[src/rtl/prt_pkg.sv]
package prt_pkg;
  typedef enum logic [1:0] {
    RS_IDLE  = 2'd0,
    RS_DRIVE = 2'd1,
    RS_EOP   = 2'd2
  } rsm_state_e;

  localparam int unsigned B_CCS  = 0;
  localparam int unsigned B_CSC  = 1;
  localparam int unsigned B_PEN  = 2;
  localparam int unsigned B_PEC  = 3;
  localparam int unsigned B_LSP  = 4;
  localparam int unsigned B_LSM  = 5;
  localparam int unsigned B_RSM  = 6;
  localparam int unsigned B_ONE  = 7;
  localparam int unsigned B_SUSP = 12;
  localparam int unsigned REG_W  = 16;
endpackage

[src/rtl/prt_conn.sv]
module prt_conn (
  input  logic clk,
  input  logic rst_n,
  input  logic dev_present,
  input  logic clr_csc,
  output logic ccs,
  output logic csc
);
  logic ccs_d, csc_d;

  always_comb begin
    ccs_d = dev_present;
    csc_d = (ccs != dev_present) | (csc & ~clr_csc);
  end

  always_ff @(posedge clk or negedge rst_n) begin
    if (!rst_n) begin
      ccs <= 1'b0;
      csc <= 1'b0;
    end else begin
      ccs <= ccs_d;
      csc <= csc_d;
    end
  end


  csc_sticky_chk: assert property (@(posedge clk) disable iff (!rst_n)
    (csc && !clr_csc) |=> csc);


  csc_on_change_chk: assert property (@(posedge clk) disable iff (!rst_n)
    ($rose(ccs) || $fell(ccs)) |-> csc);
endmodule

[src/rtl/prt_enable.sv]
module prt_enable (
  input  logic clk,
  input  logic rst_n,
  input  logic sw_req,
  input  logic sw_val,
  input  logic bus_busy,
  input  logic dev_present,
  input  logic fault,
  input  logic eof2,
  input  logic clr_pec,
  output logic port_en,
  output logic pec
);
  logic pend_v, pend_val;
  logic en_d, pec_d, pend_v_d, pend_val_d;
  logic hw_dis, req_v, req_val;

  always_comb begin
    hw_dis  = port_en & (~dev_present | (fault & eof2));
    req_v   = sw_req | pend_v;
    req_val = sw_req ? sw_val : pend_val;
  end

  always_comb begin
    en_d       = port_en;
    pec_d      = pec & ~clr_pec;
    pend_v_d   = pend_v;
    pend_val_d = pend_val;
    if (hw_dis) begin
      en_d     = 1'b0;
      pec_d    = 1'b1;
      pend_v_d = 1'b0;
    end else if (req_v) begin
      if (!bus_busy) begin
        en_d     = req_val;
        pend_v_d = 1'b0;
      end else begin
        pend_v_d   = 1'b1;
        pend_val_d = req_val;
      end
    end
  end

  always_ff @(posedge clk or negedge rst_n) begin
    if (!rst_n) begin
      port_en  <= 1'b0;
      pec      <= 1'b0;
      pend_v   <= 1'b0;
      pend_val <= 1'b0;
    end else begin
      port_en  <= en_d;
      pec      <= pec_d;
      pend_v   <= pend_v_d;
      pend_val <= pend_val_d;
    end
  end


  en_rise_idle_bus_chk: assert property (@(posedge clk) disable iff (!rst_n)
    $rose(port_en) |-> $past(!bus_busy));


  en_hold_busy_chk: assert property (@(posedge clk) disable iff (!rst_n)
    (bus_busy && !hw_dis) |=> port_en == $past(port_en));


  pec_rise_chk: assert property (@(posedge clk) disable iff (!rst_n)
    $rose(pec) |-> $fell(port_en));
endmodule

[src/rtl/prt_resume.sv]
module prt_resume
  import prt_pkg::*;
#(
  parameter int unsigned KCYC = 1536
) (
  input  logic clk,
  input  logic rst_n,
  input  logic sw_set,
  input  logic sw_clr,
  input  logic suspended,
  input  logic line_dp,
  input  logic line_dm,
  input  logic eop_done,
  output logic rsm,
  output logic drive_k,
  output logic eop_start
);
  localparam int unsigned CW = $clog2(KCYC + 1);
  localparam logic [CW-1:0] CNT_LAST = CW'(KCYC - 1);

  rsm_state_e state, state_d;
  logic [CW-1:0] cnt, cnt_d;
  logic eop_d, is_k;

  always_comb begin
    is_k    = ~line_dp & line_dm;
    state_d = state;
    cnt_d   = '0;
    eop_d   = 1'b0;
    unique case (state)
      RS_IDLE: begin
        if (sw_set) begin
          state_d = RS_DRIVE;
        end else if (suspended && is_k) begin
          if (cnt == CNT_LAST) state_d = RS_DRIVE;
          else                 cnt_d   = cnt + 1'b1;
        end
      end
      RS_DRIVE: begin
        if (sw_clr) begin
          state_d = RS_EOP;
          eop_d   = 1'b1;
        end
      end
      RS_EOP: begin
        if (eop_done) state_d = RS_IDLE;
      end
      default: state_d = RS_IDLE;
    endcase
  end

  always_ff @(posedge clk or negedge rst_n) begin
    if (!rst_n) begin
      state     <= RS_IDLE;
      cnt       <= '0;
      eop_start <= 1'b0;
    end else begin
      state     <= state_d;
      cnt       <= cnt_d;
      eop_start <= eop_d;
    end
  end

  assign rsm     = (state != RS_IDLE);
  assign drive_k = (state == RS_DRIVE) & suspended;


  eop_pulse_chk: assert property (@(posedge clk) disable iff (!rst_n)
    eop_start |=> !eop_start);


  rsm_hold_chk: assert property (@(posedge clk) disable iff (!rst_n)
    (state == RS_EOP && !eop_done) |=> rsm);


  cnt_bound_chk: assert property (@(posedge clk) disable iff (!rst_n)
    cnt < CW'(KCYC));


  drive_needs_susp_chk: assert property (@(posedge clk) disable iff (!rst_n)
    drive_k |-> (rsm && suspended && !eop_start));
endmodule

[src/rtl/usb_port_ctl.sv]
module usb_port_ctl
  import prt_pkg::*;
#(
  parameter int unsigned CLK_MHZ = 48,
  parameter int unsigned K_US    = 32
) (
  input  logic        clk,
  input  logic        rst_n,
  input  logic        reg_wr,
  input  logic [1:0]  reg_be,
  input  logic [15:0] reg_wdata,
  output logic [15:0] reg_rdata,
  input  logic        dev_present,
  input  logic        fault,
  input  logic        eof2,
  input  logic        bus_busy,
  input  logic        line_dp,
  input  logic        line_dm,
  input  logic        eop_done,
  output logic        port_en,
  output logic        drive_k,
  output logic        eop_start
);
  localparam int unsigned KCYC = CLK_MHZ * K_US;

  logic wr_lo, wr_hi;
  logic ccs, csc, pec, rsm;
  logic susp, susp_d;
  logic [1:0] ls, ls_d;
  logic unused_bits;

  assign wr_lo = reg_wr & reg_be[0];
  assign wr_hi = reg_wr & reg_be[1];
  assign unused_bits = ^{reg_wdata[15:13], reg_wdata[11:7], reg_wdata[5:4], reg_wdata[0]};

  prt_conn u_conn (
    .clk         (clk),
    .rst_n       (rst_n),
    .dev_present (dev_present),
    .clr_csc     (wr_lo & reg_wdata[B_CSC]),
    .ccs         (ccs),
    .csc         (csc)
  );

  prt_enable u_enable (
    .clk         (clk),
    .rst_n       (rst_n),
    .sw_req      (wr_lo),
    .sw_val      (reg_wdata[B_PEN]),
    .bus_busy    (bus_busy),
    .dev_present (dev_present),
    .fault       (fault),
    .eof2        (eof2),
    .clr_pec     (wr_lo & reg_wdata[B_PEC]),
    .port_en     (port_en),
    .pec         (pec)
  );

  prt_resume #(.KCYC(KCYC)) u_resume (
    .clk       (clk),
    .rst_n     (rst_n),
    .sw_set    (wr_lo & reg_wdata[B_RSM]),
    .sw_clr    (wr_lo & ~reg_wdata[B_RSM]),
    .suspended (susp & port_en),
    .line_dp   (line_dp),
    .line_dm   (line_dm),
    .eop_done  (eop_done),
    .rsm       (rsm),
    .drive_k   (drive_k),
    .eop_start (eop_start)
  );

  always_comb begin
    susp_d = wr_hi ? reg_wdata[B_SUSP] : susp;
    ls_d   = eof2 ? {line_dm, line_dp} : ls;
  end

  always_ff @(posedge clk or negedge rst_n) begin
    if (!rst_n) begin
      susp <= 1'b0;
      ls   <= 2'b00;
    end else begin
      susp <= susp_d;
      ls   <= ls_d;
    end
  end

  always_comb begin
    reg_rdata         = '0;
    reg_rdata[B_CCS]  = ccs;
    reg_rdata[B_CSC]  = csc;
    reg_rdata[B_PEN]  = port_en;
    reg_rdata[B_PEC]  = pec;
    reg_rdata[B_LSP]  = ls[0];
    reg_rdata[B_LSM]  = ls[1];
    reg_rdata[B_RSM]  = rsm;
    reg_rdata[B_ONE]  = 1'b1;
    reg_rdata[B_SUSP] = susp;
  end


  ls_hold_chk: assert property (@(posedge clk) disable iff (!rst_n)
    !eof2 |=> ls == $past(ls));


  susp_hold_chk: assert property (@(posedge clk) disable iff (!rst_n)
    !wr_hi |=> susp == $past(susp));
endmodule

[config.mk]
export PLATFORM = sky130hd
export DESIGN_NAME = usb_port_ctl
export DESIGN_NICKNAME = d
export VERILOG_FILES = /design/src/rtl/prt_pkg.sv /design/src/rtl/prt_conn.sv /design/src/rtl/prt_enable.sv /design/src/rtl/prt_resume.sv /design/src/rtl/usb_port_ctl.sv
export SDC_FILE = /design/constraint.sdc
export NUM_CORES = 1
export LEC_CHECK = 0
export BUFFER_PORTS_ARGS = -buffer_cell sky130_fd_sc_hd__buf_2
export CORE_UTILIZATION = 48
export DETAILED_ROUTE_END_ITERATION = 10
export GPL_ROUTABILITY_DRIVEN = 0
export PLACE_DENSITY = 0.79
export SLEW_MARGIN = 0
export SYNTH_ARGS = -nofsm -noshare
export SYNTH_HDL_FRONTEND = slang
export SYNTH_SLANG_ARGS = --single-unit
[constraint.sdc]
create_clock -name clk -period 1.8 [get_ports clk]
set_input_delay 0.36 -clock clk [delete_from_list [all_inputs] [get_ports clk]]
set_output_delay 0.36 -clock clk [all_outputs]
set_load 0.01 [all_outputs]
==> results.toml <==
[yosys]
synth.ff_latch_count = 23
synth_ff_type = "dfrtp_1"
async_reset_ff_share_pct = 100
yosys.area.top_type = "dfrtp_1"
synth_area_um2 = 1230
synth_warnings = 0
synth_edf_count = 0
ys_top_cells_by_area = "dfrtp_1 47%, buf_4 9.1%, mux2_2 4.6%"
yosysSeqAreaShare_pct = 46.7
synth_commonest_cells = "23 x dfrtp_1, 15 x buf_4, 10 x nand2_1"
synth.most_common_cell = "dfrtp_1"
synthCells = 114
yosysTopAreaCellShare_pct = 46.7
ys_types = 37
syn_avg_cell_area_um2 = 10.8

[timing]
slew_headroom_pct = 64.7
setup_viol = 0
fin_skew_ps = 1.06
finalMaxSlewViolations = 0
grt_setup_unrepaired = "no"
clock.fmax_ghz = 0.647
min_period_over_period_pct = 85.9
fin_setup_tns_ps = 0
holdWs_ps = 7.29
post-route-min-period_ps = 1550
hold_violations = 0
tightest_slew_ps = 529

[grt]
antenna_found_initial = 0
grt_usage_pct = 18.5
overflow = 0
grt_pass1_vias = 830
grt_first_pass_wirelength_um = 3740
grt_start_max_net_pins = 24

[critical_path]
cp-endpoint = "u_resume.cnt[8]$_DFF_PN0_"
critPathLaunchType = "flip-flop"
cp_max_fo = 6
rr_startpoint = "u_resume.cnt[0]$_DFF_PN0_"
end_kind = "flip-flop"
startpoint = "u_resume.cnt[0]$_DFF_PN0_"
r2r_slack_ps = 250
cp.arrival_ps = 1770
worstPathRequired_ps = 2030
rr_endpoint = "u_resume.cnt[8]$_DFF_PN0_"
worst-setup-path-type = "flip-flop to flip-flop"
r2r_cells = 4

[cells_and_area]
fill_cells = 210
antenna_cells = 0
final_area_um2 = 1350
nets = 167
layout-drive-gt1-share_pct = 34.3
post-route-util_pct = 58.1
syn2layout_area_growth_pct = 9.24

[cts]
clk_path_buf_depth = 2
cts_max_level = 1
cts-root-buf = "clkbuf_4"
ctsHoldBuffers = 0
post_cts_resized = 0
clk-insertion-delay-late_ps = 300
cts_sinks = 23
cts_setup_buffers = 0
path_clk_slew_ps = 120
cts_tree = "yes"
numCtsBuffers = 3

[die]
core_area_um2 = 2320
ioPinCount = 47
die_area_um2 = 2770
die_w_um = 52.7
start_util_pct = 53.2
rows = 17
die_y_um = 52.7

[detailed_routing]
drt-wirelength-per-cell_um = 13.5
drt_iter0_markers = 10
first_pass_iters = 4
postRouteWirelength_um = 2230
vias_per_cell = 5.30
drtAntennaViolNets = 0
via_count = 874
remaining_drc_errors = 0

[outcome]
status = "complete, no violations"

[power]
p_int_uw = 753
switching_share_pct = 28.5
p_clk_share_pct = 21.7
pwr-share-comb_pct = 20.4
p_leak_nw = 0.597
power.density_nw_per_um2 = 781
switching_power_uw = 299
peakVddDrop_v = 0.000466
seqPwrFrac_pct = 57.8

[place]
dp_hpwl_um = 1660
port_buffers = 27
dpl_cell_area_um2 = 1320

[flow_run]
cap_violations = 0

[hold_path]
hp-class = "primary input to async pin"
[per-layer routing]
layer  GRT usage [%]  vias up  wire (um)  part of all wire (%)
met4            6.58        0         18                  0.81
met2            32.5       31       1100                    49
met5               0        -          0                     0
li1                -      438          -                     -
met3            2.61        2        109                   4.9
met1            22.8      403       1000                    45
[logic make-up after synthesis]
group | count (synthesis) | synth area share (%)
compound gates | 18 | 10.9
xor+xnor | 4 | 2.84
fa+ha+maj | 1 | 1.02
buf+inv | 17 | 9.75
flops | 23 | 46.7
mux | 6 | 5.38
other cells | 2 | 0.609
simple gates | 43 | 22.8
[critical path, stage by stage (launching register included)]
cell	delay [ps]
dfrtp_1	410
ha_1	240
nand3_2	180
or3_2	480
a21oi_1	160
[layout make-up]
class	instances	area [um2]	area share, %
Timing Repair Buffer	28	143	10.6
Inverter	2	7.51	0.558
Clock buffer	4	26.3	1.95
Multi-Input combinational cell	80	559	41.5
Sequential cell	23	576	42.8
Tap cell	28	35.0	2.60
[flip-flops by register name, indices dropped and copies added (netlist names)]
register and flops:
u_enable.pec 1, susp 1, u_conn.csc 1, ls 2
u_resume.state 2, u_conn.ccs 1, u_enable.pend_v 1, u_resume.cnt 11
u_enable.pend_val 1, u_resume.eop_start 1, u_enable.port_en 1
[placed cells by master, fill, tap and decap left out, types with 3 or more instances in the layout]
cell type	netlist	final
or3_1	3	3
o21ai_0	5	5
mux2_2	5	5
a211oi_2	3	3
nand3_1	5	5
buf_2	0	27
a21oi_1	5	5
dfrtp_1	23	23
xnor2_1	3	3
nor3_1	5	5
conb_1	2	8
clkbuf_4	0	3
nand2_1	10	10
[power by group through the flow]
stage | clock [mW] | combinational [mW] | sequential, mW
after floorplan | 0 | 0.170 | 0.618
after global placement | 0 | 0.211 | 0.615
after detailed placement | 0 | 0.218 | 0.621
after CTS | 0.236 | 0.219 | 0.610
after global routing | 0.254 | 0.243 | 0.619
final | 0.229 | 0.215 | 0.608
[per-stage QoR]
stage	total power, mW	instances	setup slack [ps]
2_1_floorplan	0.788	120	344
3_3_place_gp	0.825	161	286
3_5_place_dp	0.839	161	267
4_1_cts	1.07	165	248
5_1_grt	1.12	165	122
6_report	1.05	165	254
[worst min path at each step]
stage                     start              endpoint  slack [ps]  cells past startpoint
after detailed placement  rst_n  u_conn.ccs$_DFF_PN0_         360                      1
after global placement    rst_n  u_conn.csc$_DFF_PN0_         360                      1
after global routing      rst_n  u_conn.csc$_DFF_PN0_          40                      1
final                     rst_n  u_conn.ccs$_DFF_PN0_           7                      1
after floorplan           rst_n     ls[0]$_DFFE_PN0P_          60                      0
after CTS                 rst_n  u_conn.ccs$_DFF_PN0_          20                      1
Power figures use the tool's default switching activity.
